===== src/rtl/irq_bl_pkg.sv =====
package irq_bl_pkg;
   // Default geometry shared by the limiter and its lanes
   localparam int unsigned BL_DEF_LINES = 4;
   localparam int unsigned BL_DEF_TIME_W = 16;
   localparam int unsigned BL_DEF_CNT_W = 3;
   localparam int unsigned BL_DEF_DEPTH = 4;

   function automatic bit bl_is_pow2(input int unsigned v);
      return (v != 0) && ((v & (v - 1)) == 0);
   endfunction
endpackage


===== src/rtl/irq_bl_edge.sv =====
module irq_bl_edge #(
   parameter int unsigned WIDTH = 4
) (
   input  logic             clk,
   input  logic             rst_n,
   input  logic [WIDTH-1:0] lvl_in,
   output logic [WIDTH-1:0] rise
);
   logic [WIDTH-1:0] lvl_q;

   always_ff @(posedge clk or negedge rst_n) begin
      if (!rst_n) lvl_q <= '0;
      else        lvl_q <= lvl_in;
   end

   assign rise = lvl_in & ~lvl_q;
endmodule


===== src/rtl/irq_bl_lane.sv =====
module irq_bl_lane #(
   parameter int unsigned TIME_W = 16,
   parameter int unsigned CNT_W  = 3,
   parameter int unsigned DEPTH  = 4
) (
   input  logic              clk,
   input  logic              rst_n,
   input  logic              rise,
   input  logic [TIME_W-1:0] time_now,
   input  logic [CNT_W-1:0]  cfg_n,
   input  logic [TIME_W-1:0] cfg_win,
   input  logic              drop_clr,
   output logic              irq_out,
   output logic              masked,
   output logic              dropped
);
   localparam int unsigned PTR_W = $clog2(DEPTH);
   localparam int unsigned OCC_W = $clog2(DEPTH + 1);

   logic [TIME_W-1:0] ts_mem [DEPTH];
   logic [PTR_W-1:0]  wr_ptr, rd_ptr;
   logic [OCC_W-1:0]  occ, lim, occ_avail;
   logic [TIME_W-1:0] age;
   logic              retire, admit;

   // Effective limit: configured count clamped to the ring depth
   always_comb begin
      if (int'(cfg_n) > int'(DEPTH)) lim = OCC_W'(DEPTH);
      else                           lim = OCC_W'(cfg_n);
   end

   // Modular age of the oldest entry survives counter wrap
   assign age       = time_now - ts_mem[rd_ptr];
   assign retire    = (occ != '0) && (age >= cfg_win);
   assign occ_avail = occ - OCC_W'(retire);
   assign admit     = rise && (occ_avail < lim);
   assign masked    = (occ >= lim);

   always_ff @(posedge clk) begin
      if (admit) ts_mem[wr_ptr] <= time_now;
   end

   always_ff @(posedge clk or negedge rst_n) begin
      if (!rst_n) begin
         wr_ptr  <= '0;
         rd_ptr  <= '0;
         occ     <= '0;
         irq_out <= 1'b0;
         dropped <= 1'b0;
      end else begin
         irq_out <= admit;
         occ     <= occ + OCC_W'(admit) - OCC_W'(retire);
         if (admit)  wr_ptr <= wr_ptr + 1'b1;
         if (retire) rd_ptr <= rd_ptr + 1'b1;
         if (rise && !admit) dropped <= 1'b1;
         else if (drop_clr)  dropped <= 1'b0;
      end
   end

   assert_no_overflow_R7: assert property (@(posedge clk) disable iff (!rst_n)
      int'(occ) <= int'(DEPTH));

   assert_single_pulse_R2: assert property (@(posedge clk) disable iff (!rst_n)
      irq_out |=> !irq_out);

   assert_mask_blocks_R4: assert property (@(posedge clk) disable iff (!rst_n)
      (masked && !retire) |=> !irq_out);

   assert_admit_logged_R3: assert property (@(posedge clk) disable iff (!rst_n)
      irq_out |-> (occ != '0));

   assert_drop_sticky_R8: assert property (@(posedge clk) disable iff (!rst_n)
      (dropped && !drop_clr) |=> dropped);
endmodule


===== src/rtl/irq_burst_limiter.sv =====
module irq_burst_limiter
   import irq_bl_pkg::*;
#(
   parameter int unsigned NUM_LINES = BL_DEF_LINES,
   parameter int unsigned TIME_W    = BL_DEF_TIME_W,
   parameter int unsigned CNT_W     = BL_DEF_CNT_W,
   parameter int unsigned DEPTH     = BL_DEF_DEPTH
) (
   input  logic                          clk,
   input  logic                          rst_n,
   input  logic [NUM_LINES-1:0]          irq_raw,
   input  logic [TIME_W-1:0]             time_now,
   input  logic [NUM_LINES*CNT_W-1:0]    cfg_max_n,
   input  logic [NUM_LINES*TIME_W-1:0]   cfg_window,
   input  logic [NUM_LINES-1:0]          drop_clr,
   output logic [NUM_LINES-1:0]          irq_out,
   output logic [NUM_LINES-1:0]          line_masked,
   output logic [NUM_LINES-1:0]          drop_flag
);
   initial begin
      assert (NUM_LINES >= 1) else $error("NUM_LINES must be at least 1");
      assert (DEPTH >= 2 && bl_is_pow2(DEPTH))
         else $error("DEPTH must be a power of two of at least 2");
      assert (TIME_W >= 2) else $error("TIME_W too narrow");
      assert (CNT_W >= 1) else $error("CNT_W must be at least 1");
   end

   logic [NUM_LINES-1:0] rise;

   irq_bl_edge #(.WIDTH(NUM_LINES)) u_edge (
      .clk    (clk),
      .rst_n  (rst_n),
      .lvl_in (irq_raw),
      .rise   (rise)
   );

   for (genvar gi = 0; gi < NUM_LINES; gi++) begin : g_lane
      irq_bl_lane #(
         .TIME_W (TIME_W),
         .CNT_W  (CNT_W),
         .DEPTH  (DEPTH)
      ) u_lane (
         .clk      (clk),
         .rst_n    (rst_n),
         .rise     (rise[gi]),
         .time_now (time_now),
         .cfg_n    (cfg_max_n[gi*CNT_W +: CNT_W]),
         .cfg_win  (cfg_window[gi*TIME_W +: TIME_W]),
         .drop_clr (drop_clr[gi]),
         .irq_out  (irq_out[gi]),
         .masked   (line_masked[gi]),
         .dropped  (drop_flag[gi])
      );
   end
endmodule


===== config.mk =====
export PLATFORM = sky130hd
export DESIGN_NAME = irq_burst_limiter
export DESIGN_NICKNAME = d
export VERILOG_FILES = /design/src/rtl/irq_bl_pkg.sv /design/src/rtl/irq_bl_edge.sv /design/src/rtl/irq_bl_lane.sv /design/src/rtl/irq_burst_limiter.sv
export SDC_FILE = /design/constraint.sdc
export NUM_CORES = 1
export LEC_CHECK = 0
export ABC_AREA = 0
export BUFFER_PORTS_ARGS = -buffer_cell sky130_fd_sc_hd__buf_2
export CORE_MARGIN = 8
export CORE_UTILIZATION = 40
export CTS_CLUSTER_SIZE = 20
export DETAILED_ROUTE_END_ITERATION = 8
export GPL_ROUTABILITY_DRIVEN = 0
export MAX_ROUTING_LAYER = met4
export PLACE_DENSITY = 0.69
export SETUP_SLACK_MARGIN = 0.15
export SYNTH_ARGS = -nofsm -noshare
export SYNTH_HDL_FRONTEND = slang
export SYNTH_HIERARCHICAL = 1
export SYNTH_SLANG_ARGS = --single-unit

===== constraint.sdc =====
create_clock -name clk -period 9 [get_ports clk]
set_input_delay 0.9 -clock clk [delete_from_list [all_inputs] [get_ports clk]]
set_output_delay 0.9 -clock clk [all_outputs]
set_load 0.01 [all_outputs]

* Word-level counts from Yosys, hierarchy flattened *
Memory sizes are Yosys's and may differ from the RTL's.
Cells that the tools add are included.

storage, ports and cells
  register bits = 40
  memory bits (writable) = 256
  input port bits = 102
  output and inout port bits = 12
  logic and storage cells = 111
  memories = 4

memory list
  memory                   depth  width  rd ports  clocked after memory_dff  wr ports  RTL line           source
  g_lane[0].u_lane.ts_mem  4      16     1         0                         1         irq_bl_lane.sv:20  logic [TIME_W-1:0] ts_mem [DEPTH];
  g_lane[1].u_lane.ts_mem  4      16     1         0                         1         irq_bl_lane.sv:20
  g_lane[2].u_lane.ts_mem  4      16     1         0                         1         irq_bl_lane.sv:20
  g_lane[3].u_lane.ts_mem  4      16     1         0                         1         irq_bl_lane.sv:20

cells by class
  add/subtract/negate cells = 24
  magnitude comparators = 16
  muxes and demuxes = 20
  bitwise logic cells = 2
  reductions and logical operators = 24

operator list
  kind                 number
  $ge 16x16->1         4
  $sub 16x16->16       4
  $sub 3x1->3          8
  $add 2x1->2 const B  8
  $mux 1               16
  $add 3x1->3          4
  $ge 3x3->1           4
  $gt 3x3->1 const B   4
  $logic_and 1x1->1    12
  $lt 3x3->1           4
  $mux 3               4
  $reduce_bool 3->1    4
  $reduce_bool 2->1    4
  $and 4x4->4          1
  $logic_not 1->1      4
  $not 4->4            1

* Depth between registers and ports, before layout *
Gate-level depths: netlist (run 1).
An unclocked memory read counts as a cell.

  word-level depth = 10
  depth in mapped cells = 33

* Cells and area by module *
Netlist (run 1), hierarchy kept.

modules (own cells, without submodules)
  module                              instances  cells an instance  area an instance (um^2)  sequential area each (um^2)
  irq_bl_lane (g_lane[2].u_lane ...)  2          331                4295.4                   2147.1
  irq_bl_lane (g_lane[1].u_lane)      1          320                4214.0                   2147.1
  irq_bl_lane (g_lane[0].u_lane)      1          305                4070.2                   2147.1
  irq_bl_edge                         1          8                  155.1                    100.1

* Worst setup path after synthesis (run 1) *
No wires, ideal clock.

  kind = register -> register
  start = register g_lane[0].u_lane.rd_ptr[1]
  end = register g_lane[0].u_lane.occ[2]
  setup time = 126 ps
  arrival time = 6374 ps
  slack = 2499 ps
  cell stages (with the launch flop) = 34
  path through = dfrtp_1 > clkbuf_1 > buf_1 > mux4_2 > ha_1 > inv_1 > fa_1 > a211oi_2 > nor2_1 > or4_4 > a211o_1 > a21oi_2 > xnor2_1 > ha_1 > a21oi_1 > o21ai_0 > a211oi_1 > nor2_1 > ha_1 > ha_1 > inv_1 > ha_1 > a21o_1 > a21oi_1 > and2_1 > clkbuf_1 > inv_1 > ha_1 > inv_1 > ha_1 > inv_1 > fa_1 > xnor2_1 > xnor2_1

on the way
  cells in the longest elaborated chain, start to end = 9

ends and longest elaborated chain
  element                      RTL line           source
  from (decl)                  irq_bl_lane.sv:21  logic [PTR_W-1:0] wr_ptr, rd_ptr;
  from (signal assigned)       irq_bl_lane.sv:54  if (retire) rd_ptr <= rd_ptr + 1'b1;
  $mem_v2 4x16                 n/a
  $sub 16x16->16               irq_bl_lane.sv:33  assign age = time_now - ts_mem[rd_ptr];
  $ge 16x16->1                 irq_bl_lane.sv:34  assign retire = (occ != '0) && (age >= cfg_win);
  $logic_and 1x1->1            irq_bl_lane.sv:34
  net g_lane[0].u_lane.retire  irq_bl_lane.sv:24  logic retire, admit;
  $sub 3x1->3                  irq_bl_lane.sv:35  assign occ_avail = occ - OCC_W'(retire);
  $lt 3x3->1                   irq_bl_lane.sv:36  assign admit = rise && (occ_avail < lim);
  $logic_and 1x1->1            irq_bl_lane.sv:36
  net g_lane[0].u_lane.admit   irq_bl_lane.sv:24
  $add 3x1->3                  irq_bl_lane.sv:52  occ <= occ + OCC_W'(admit) - OCC_W'(retire);
  $sub 3x1->3                  irq_bl_lane.sv:52
  to (signal assigned)         irq_bl_lane.sv:52
  to (decl)                    irq_bl_lane.sv:22  logic [OCC_W-1:0] occ, lim, occ_avail;

The timed path passes the listed nets, and every way through them passes these cells.
A chain may end at the register's enable or synchronous reset.

* Final worst setup path (run 1) *
  start = register g_lane[1].u_lane.rd_ptr[0]
  end = register g_lane[1].u_lane.occ[2]

on the way
  cells in the longest elaborated chain, start to end = 9

ends and longest elaborated chain
  element                      RTL line
  from (decl)                  irq_bl_lane.sv:21
  from (signal assigned)       irq_bl_lane.sv:54
  $mem_v2 4x16 (*)             n/a
  $sub 16x16->16 (*)           irq_bl_lane.sv:33
  $ge 16x16->1 (*)             irq_bl_lane.sv:34
  $logic_and 1x1->1 (*)        irq_bl_lane.sv:34
  net g_lane[1].u_lane.retire  irq_bl_lane.sv:24
  $sub 3x1->3                  irq_bl_lane.sv:35
  $lt 3x3->1                   irq_bl_lane.sv:36
  $logic_and 1x1->1            irq_bl_lane.sv:36
  $add 3x1->3                  irq_bl_lane.sv:52
  $sub 3x1->3 (*)              irq_bl_lane.sv:52
  to (signal assigned)         irq_bl_lane.sv:52
  to (decl)                    irq_bl_lane.sv:22

Mark *: on every way through the listed nets, which the timed path passes. The rest lies on a longest branch.

==> results of run 1 <==
cells in the mapped netlist (5+ instances only):
| master | n | share of area (%) |
|---|---|---|
| edfxtp_1 | 256 | 45 |
| inv_1 | 197 | 4.3 |
| ha_1 | 180 | 13 |
| a21oi_1 | 59 | 1.7 |
| nor2_1 | 49 | 1.1 |
| mux4_2 | 45 | 6.0 |
| xnor2_1 | 42 | 2.2 |
| dfrtp_1 | 40 | 5.9 |
| nand2_1 | 39 | 0.86 |
| o21ai_0 | 38 | 1.1 |
| a21o_1 | 26 | 1.1 |
| and3_1 | 20 | 0.73 |
| mux4_1 | 19 | 2.9 |
| nand2b_1 | 17 | 0.62 |
| xor2_1 | 17 | 0.87 |
| o211ai_1 | 16 | 0.71 |
| nand3_1 | 14 | 0.41 |
| nor3_1 | 14 | 0.41 |
| o21a_1 | 13 | 0.57 |
| nor2b_1 | 12 | 0.44 |
| a211oi_1 | 11 | 0.48 |
| nand4_1 | 10 | 0.37 |
| and2_1 | 9 | 0.33 |
| clkbuf_1 | 9 | 0.20 |
| fa_1 | 8 | 0.94 |
| nand3b_1 | 8 | 0.35 |
| a211o_1 | 7 | 0.36 |
| buf_2 | 7 | 0.21 |
| o22ai_1 | 7 | 0.26 |
| or3_1 | 7 | 0.26 |
| nor3b_1 | 5 | 0.22 |
power breakdown:
part           internal, mW  total, mW  leakage, nW  switching (mW)
clock network         0.829       1.36        0.552           0.532
registers              1.75       1.97         2.79           0.222
logic                  1.73       3.70         4.77            1.98
per-stage QoR:
step           total power [mW]  util, %  cell area (sq um)  std cells
2_1_floorplan              4.89        -              17000       1295
3_3_place_gp               5.56     43.3              18200       1926
3_5_place_dp               5.73     43.3              18200       1926
4_1_cts                    7.13     46.0              19300       1986
5_1_grt                    7.67     46.0              19300       1986
6_report                   7.04     46.0              19300       1986
cell type report:
class | count | area [sq um] | share of cell area, %
Clock buffer | 46 | 990 | 5.13
Tap cell | 539 | 674 | 3.50
Clock inverter | 14 | 124 | 0.642
Sequential cell | 296 | 8690 | 45.0
Inverter | 197 | 739 | 3.83
Timing Repair Buffer | 118 | 603 | 3.13
Multi-Input combinational cell | 776 | 7470 | 38.7
state kept, by name, summed over array words and instances (netlist names):
| signal | count |
|---|---|
| g_lane.u_lane/occ | 12 |
| g_lane.u_lane/irq_out | 4 |
| g_lane.u_lane/dropped | 4 |
| u_edge/lvl_q | 4 |
| g_lane.u_lane/wr_ptr | 8 |
| g_lane.u_lane/rd_ptr | 8 |
| g_lane.u_lane/ts_mem | 256 |
worst min path at each step:
stage | startpoint | to | slack, ns | cells past startpoint
global route | irq_raw[1] | u_edge/lvl_q[1] | 0.48 | 1
floorplan | g_lane[0].u_lane/occ[0] | g_lane[0].u_lane/occ[0] | 0.50 | 1
detailed placement | g_lane[0].u_lane/dropped | g_lane[0].u_lane/dropped | 0.53 | 2
global placement | g_lane[0].u_lane/dropped | g_lane[0].u_lane/dropped | 0.51 | 2
finish | rst_n | g_lane[2].u_lane/irq_out | 0.50 | 2
CTS | irq_raw[1] | u_edge/lvl_q[1] | 0.48 | 1
cell usage in the layout (no fill, tap or decap), types with 11 or more instances in the layout:
| master | count |
|---|---|
| o21ai_0 | 38 |
| mux4_1 | 19 |
| xnor2_1 | 42 |
| dfrtp_1 | 40 |
| nand3_1 | 14 |
| and3_1 | 20 |
| a211oi_1 | 11 |
| edfxtp_1 | 256 |
| nand2b_1 | 17 |
| a21oi_1 | 59 |
| o21a_1 | 13 |
| ha_1 | 180 |
| nor3_1 | 14 |
| inv_1 | 197 |
| nor2_1 | 49 |
| nor2b_1 | 12 |
| clkbuf_16 | 37 |
| a21o_1 | 26 |
| o211ai_1 | 16 |
| nand2_1 | 39 |
| buf_2 | 113 |
| mux4_2 | 45 |
| xor2_1 | 17 |
layer usage:
| layer | track usage, % | part of all wire, % |
|---|---|---|
| met4 | 3.48 | 1.5 |
| met3 | 2.15 | 3.9 |
| met1 | 18.2 | 44 |
| met5 | - | 0 |
| met2 | 26.5 | 51 |
logic make-up after synthesis:
family                     count (synthesis)  share of synthesized area [%]
xor gates and xnor gates                  62                           3.32
DFF                                      296                           51.0
and+or+nand+nor                          219                           6.96
AOI/OAI and AO/OA                        235                           10.0
adders and majority gates                188                           14.2
muxes                                     72                           9.38
buffers and inverters                    223                           5.12
==> results by group, run 1 <==
Floorplanning
  – Row cnt: 75
  – Die Width: between 200 and 250 microns
  – Core ar.: roughly 42000 sq um
  – IO Count: around 110
  – Die area: 49400 sq um
  – Die height: roughly 220 microns
  – Initial core utilization: 40.6%

STA
  – Max_slew headroom: 24.9%
  – Worst setup slack after layout: about 1.6 ns
  – Clk_skew: approximately 0.0085 ns
  – RSZ-0062 raised after global routing: false
  – Fmax: roughly 0.14 GHz
  – Worst-margin pin slew: about 1.1 ns
  – Final hold slack: about 0.50 ns
  – Setup Viol. Count Final: 0
  – Min Clock Period, post-route: between 7 and 8 ns
  – Slew Viols, Final: 0
  – Final setup TNS: 0 ns
  – Final hold violation count: 0
  – Tcrit/Tclk final: about four fifths

Cells and area
  – Nets: 1713
  – Filler Cell Count: 3708
  – Diodes inserted: 0
  – Layout cells sized above 1: 17.5%
  – Synth-to-Final Area Change: 13.3%

Synthesis
  – Primary FF master, synth: edfxtp_1
  – Post-synth net total: between 1500 and 2000
  – Netlist cell types: 66
  – Syn Inst Count: between 1000 and 1500
  – Avg Inst Size Synth: ~13 sq um
  – Synthesized cell area: between 15000 and 20000 sq um
  – Synth warnings: 6
  – Post-synth EDFFs: about 260
  – Fraction of registers with async set/reset: about 14%
  – Post-synthesis sequential area ratio: roughly 50%
  – Flops & latches, synth: about 300

Global route
  – Initial antenna violation count: 0
  – First-pass GRT wire length: 58100 microns
  – Gr ovfl total: 0
  – Vias in the first global route: roughly 11000
  – GRT Overall Usage: approximately 15%
  – Largest net degree at the start of global routing: just over 40

Flow run
  – MaxCap Viol Count: 0

Setup path
  – CP Data Arrival Time: between 7 and 8 ns
  – CP Max Fanout: 17
  – Setup CP Type: register to register
  – Critical Path Sink: g_lane[1].u_lane/occ[2]
  – Worst setup path start: g_lane[1].u_lane/rd_ptr[0]
  – Worst EP required: ~9.4 ns
  – CP bufs+invs: 5
  – Reg2Reg Setup Slack: 1.63 ns
  – RR Startpoint: g_lane[1].u_lane/rd_ptr[0]
  – Top Family by Delay on Critical Path: adder cells
  – R2r worst-path depth: 28
  – Crit. End Element: register
  – Worst setup SP type: register
  – Worst R2R End: g_lane[1].u_lane/occ[2]
  – Critical Path Max Stage Delay: 1.08 ns
  – Critical Path Slowest Stage Cell: dfrtp_1
  – Most frequent CP cell: ha_1
  – Crit path depth: 28

Clock tree
  – Post-CTS setup repair buffer count: 0
  – H-tree depth: 2
  – Root Buffer: clkbuf_16
  – Clock latency at the later pin of the worst-skew pair: just over 0.5 ns
  – Clk buf depth: 3
  – CTS tree: yes
  – Clock transition at path regs: around 0.06 ns
  – PostCTS Resize Cnt: 0
  – TritonCTS Buffers: 34
  – Hold buffer count at CTS: 0
  – Sink Count: approximately 300

Run status
  – Status: complete, no violations

Placement
  – Final HPWL DP: 24700 microns
  – IO buf count: approximately 110
  – DP Worst Slack: roughly 1.7 ns

Power
  – Pwr Density: 365 nW/um^2
  – Leak: 8.11 nW
  – VDD IR-drop max: 0.184 mV

Detailed routing
  – Wire per inst: about 18 microns
  – DR DRC count: 0
  – Post-route ant nets: 0
  – Vias: about 11000
  – Pre-Repair DR Iteration Count: 5
  – Aggregate routed wire length: approximately 37000 microns
  – Via density: between 5 and 6
  – Initial DRC Count: ~460

Worst hold path
  – Hold WC Path Type: input pin to asynchronous set/reset pin
(Power assumes the default switching activity.)
==> run 2: changes to the inputs <==
clock period = 7.2 ns   (was 9 ns; I/O delays follow)
==> run 2 against run 1 <==
Combinational power rose by 31%. Flip-flop and latch count did not move. Clock power rose by 18%. Fmax rose by 11%. Final cell count rose by 2.0%. Global-route usage rose by 0.39 points. Non-clock buffer count rose by 42. Sequential power rose by 21%. Core utilization rose by 0.72 points. Critical path depth rose by 1. Worst setup slack got worse by 1.1 ns.
==> results by group, run 2 (synthesis results as in run 1) <==
STA
  – Max_slew headroom: 56.7% (was 24.9%)
  – Final hold slack: 0.258 ns (was 0.496 ns)
  – Fmax: 0.150 GHz (was 0.136 GHz)
  – Tcrit/Tclk final: 92.3% (was 81.9%)
  – Clk_skew: 0.0105 ns (was 0.00851 ns)
  – Slew Viols, Final: 0 (unchanged)
  – Final setup TNS: 0 ns (unchanged)
  – RSZ-0062 raised after global routing: true (was false)
  – Min Clock Period, post-route: 6.65 ns (was 7.37 ns)
  – Setup Viol. Count Final: 0 (unchanged)
  – Worst-margin pin slew: 0.649 ns (was 1.13 ns)
  – Final hold violation count: 0 (unchanged)

Global route
  – First-pass GRT wire length: 59800 microns (was 58100 microns)
  – GRT Overall Usage: 15.5% (was 15.1%)
  – Initial antenna violation count: 1 (was 0)
  – Vias in the first global route: 11267 (was 11124)
  – Largest net degree at the start of global routing: 41 (unchanged)
  – Gr ovfl total: 0 (unchanged)

Cells and area
  – Filler Cell Count: 3718 (was 3708)
  – Diodes inserted: 0 (unchanged)
  – Nets: 1752 (was 1713)
  – Largest register FFs: 256 (unchanged)
  – Commonest non-fill, non-tap cells in the layout: 256 x edfxtp_1, 197 x inv_1, 180 x ha_1 (unchanged)
  – Sequential Area: 8690 sq um (about the same)
  – Multi-input gate area: 7490 sq um (was 7470 sq um)
  – Layout cells sized above 1: 20.8% (was 17.5%)
  – Most common cell after layout, fill and taps aside: edfxtp_1 (unchanged)
  – Synth-to-Final Area Change: 15.0% (was 13.3%)
  – Largest Register: g_lane.u_lane/ts_mem (unchanged)
  – Final design instance area without fill: 19600 sq um (was 19300 sq um)
  – Layout Cells excl Fill: 2026 (was 1986)
  – Top flop regs: g_lane.u_lane/ts_mem: 256 flops, g_lane.u_lane/occ: 12 flops (unchanged)

Floorplanning
  – Initial core utilization: 40.6% (unchanged)
  – IO Count: 114 (unchanged)
  – Die height: 222 microns (unchanged)
  – Core ar.: 41900 sq um (unchanged)
  – Die area: 49400 sq um (unchanged)
  – Row cnt: 75 (unchanged)
  – Die Width: 222 microns (unchanged)

Setup path
  – Setup CP Type: register to register (unchanged)
  – Worst EP required: 7.65 ns (was 9.38 ns)
  – R2r worst-path depth: 29 (was 28)
  – Reg2Reg Setup Slack: 0.55 ns (was 1.63 ns)
  – CP Max Fanout: 13 (was 17)
  – Top Family by Delay on Critical Path: adder cells (unchanged)
  – Critical Path Slowest Stage Cell: mux4_2 (was dfrtp_1)
  – CP bufs+invs: 6 (was 5)
  – Critical Path Max Stage Delay: 0.51 ns (was 1.08 ns)
  – RR Startpoint: g_lane[1].u_lane/rd_ptr[0] (unchanged)
  – Most frequent CP cell: ha_1 (unchanged)
  – Crit. End Element: register (unchanged)
  – Worst setup SP type: register (unchanged)
  – Worst R2R End: g_lane[1].u_lane/occ[2] (unchanged)
  – CP Data Arrival Time: 7.10 ns (was 7.76 ns)

Clock tree
  – Sink Count: 296 (unchanged)
  – H-tree depth: 1 (was 2)
  – Clock latency at the later pin of the worst-skew pair: 0.56 ns (was 0.51 ns)
  – TritonCTS Buffers: 31 (was 34)
  – Clock transition at path regs: 0.07 ns (was 0.06 ns)
  – Root Buffer: clkbuf_16 (unchanged)
  – Clk buf depth: 3 (unchanged)
  – Hold buffer count at CTS: 0 (unchanged)
  – CTS tree: yes (unchanged)

Placement
  – Placed Cells: 1963 (was 1926)
  – DP Area: 18500 sq um (was 18200 sq um)
  – Final HPWL DP: 26500 microns (was 24700 microns)
  – IO buf count: 113 (unchanged)

Detailed routing
  – Post-route ant nets: 0 (unchanged)
  – Vias: 10645 (was 10502)
  – Initial DRC Count: 512 (was 456)
  – Via density: 5.25 (was 5.29)
  – Aggregate routed wire length: 37400 microns (was 36600 microns)
  – Pre-Repair DR Iteration Count: 4 (was 5)
  – DR DRC count: 0 (unchanged)
  – Wire per inst: 18.5 microns (was 18.4 microns)

Power
  – Pwr Density: 452 nW/um^2 (was 365 nW/um^2)
  – VDD IR-drop max: 0.198 mV (was 0.184 mV)
  – Leak: 8.30 nW (was 8.11 nW)
  – Total power draw: 8.85 mW (was 7.04 mW)

Flow run
  – MaxCap Viol Count: 0 (unchanged)

Worst hold path
  – Hold WC Path Type: input pin to asynchronous set/reset pin (unchanged)

Run status
  – Status: complete, no violations (unchanged)
==> run 2: stage by stage <==
| stage | worst slack, ns | util [%] |
|---|---|---|
| floorplan | 0.699 | - |
| global placement | 0.469 | 44.0 |
| detailed placement | 0.335 | 44.0 |
| CTS | 0.237 | 46.5 |
| global route | 0.119 | 46.7 |
| finish | 0.552 | 46.7 |
==> run 2: worst max-delay path by stage <==
stage,end,cells after the start,from
after floorplan,g_lane[0].u_lane/occ[2],33,g_lane[0].u_lane/rd_ptr[1]
final,g_lane[1].u_lane/occ[2],29,g_lane[1].u_lane/rd_ptr[0]
after global routing,g_lane[1].u_lane/occ[2],29,g_lane[1].u_lane/rd_ptr[0]
after global placement,g_lane[0].u_lane/occ[2],29,time_now[4]
after CTS,g_lane[1].u_lane/occ[2],29,g_lane[1].u_lane/rd_ptr[0]
after detailed placement,g_lane[1].u_lane/occ[2],29,g_lane[1].u_lane/rd_ptr[0]
==> run 2: area by class of cell <==
class,count,area share [%]
flip-flops and latches,296,44.4
multi-input cells,776,38.3
repair buffers,160,4.75
clock buffers,38,4.57
inverters,197,3.77
well taps,539,3.44
clock inverters,20,0.824
==> run 2: timing repair <==
action / 4_1_cts / 5_1_grt
gates resized for setup: 0 / 15
setup endpoints to repair: 0 / 7
setup buffers: 0 / 5
==> run 2: power by group <==
| part | internal (mW) | leakage (nW) | total (mW) | switching (mW) |
|---|---|---|---|---|
| Clock | 0.930 | 0.522 | 1.60 | 0.675 |
| Sequential | 2.19 | 2.79 | 2.39 | 0.204 |
| Combinational | 2.28 | 4.99 | 4.85 | 2.57 |
==> run 2: worst register-to-register path, delay by kind of cell, from the launching register on <==
family          cells  cell delay (ns)
flops               1             0.45
compound gates      6             1.39
simple gates        6             1.37
xor+xnor            2             0.27
fa+ha+maj           8             2.00
buf+inv             6             0.52
mux                 1             0.52
==> run 2: per-layer routing <==
| metal | up-vias | wire, microns | GRT usage, % |
|---|---|---|---|
| li1 | 5152 | - | - |
| met1 | 5252 | 16200 | 18.7 |
| met2 | 184 | 19000 | 27.2 |
| met3 | 57 | 1270 | 1.87 |
| met4 | 0 | 905 | 4.18 |
| met5 | - | 0 | - |
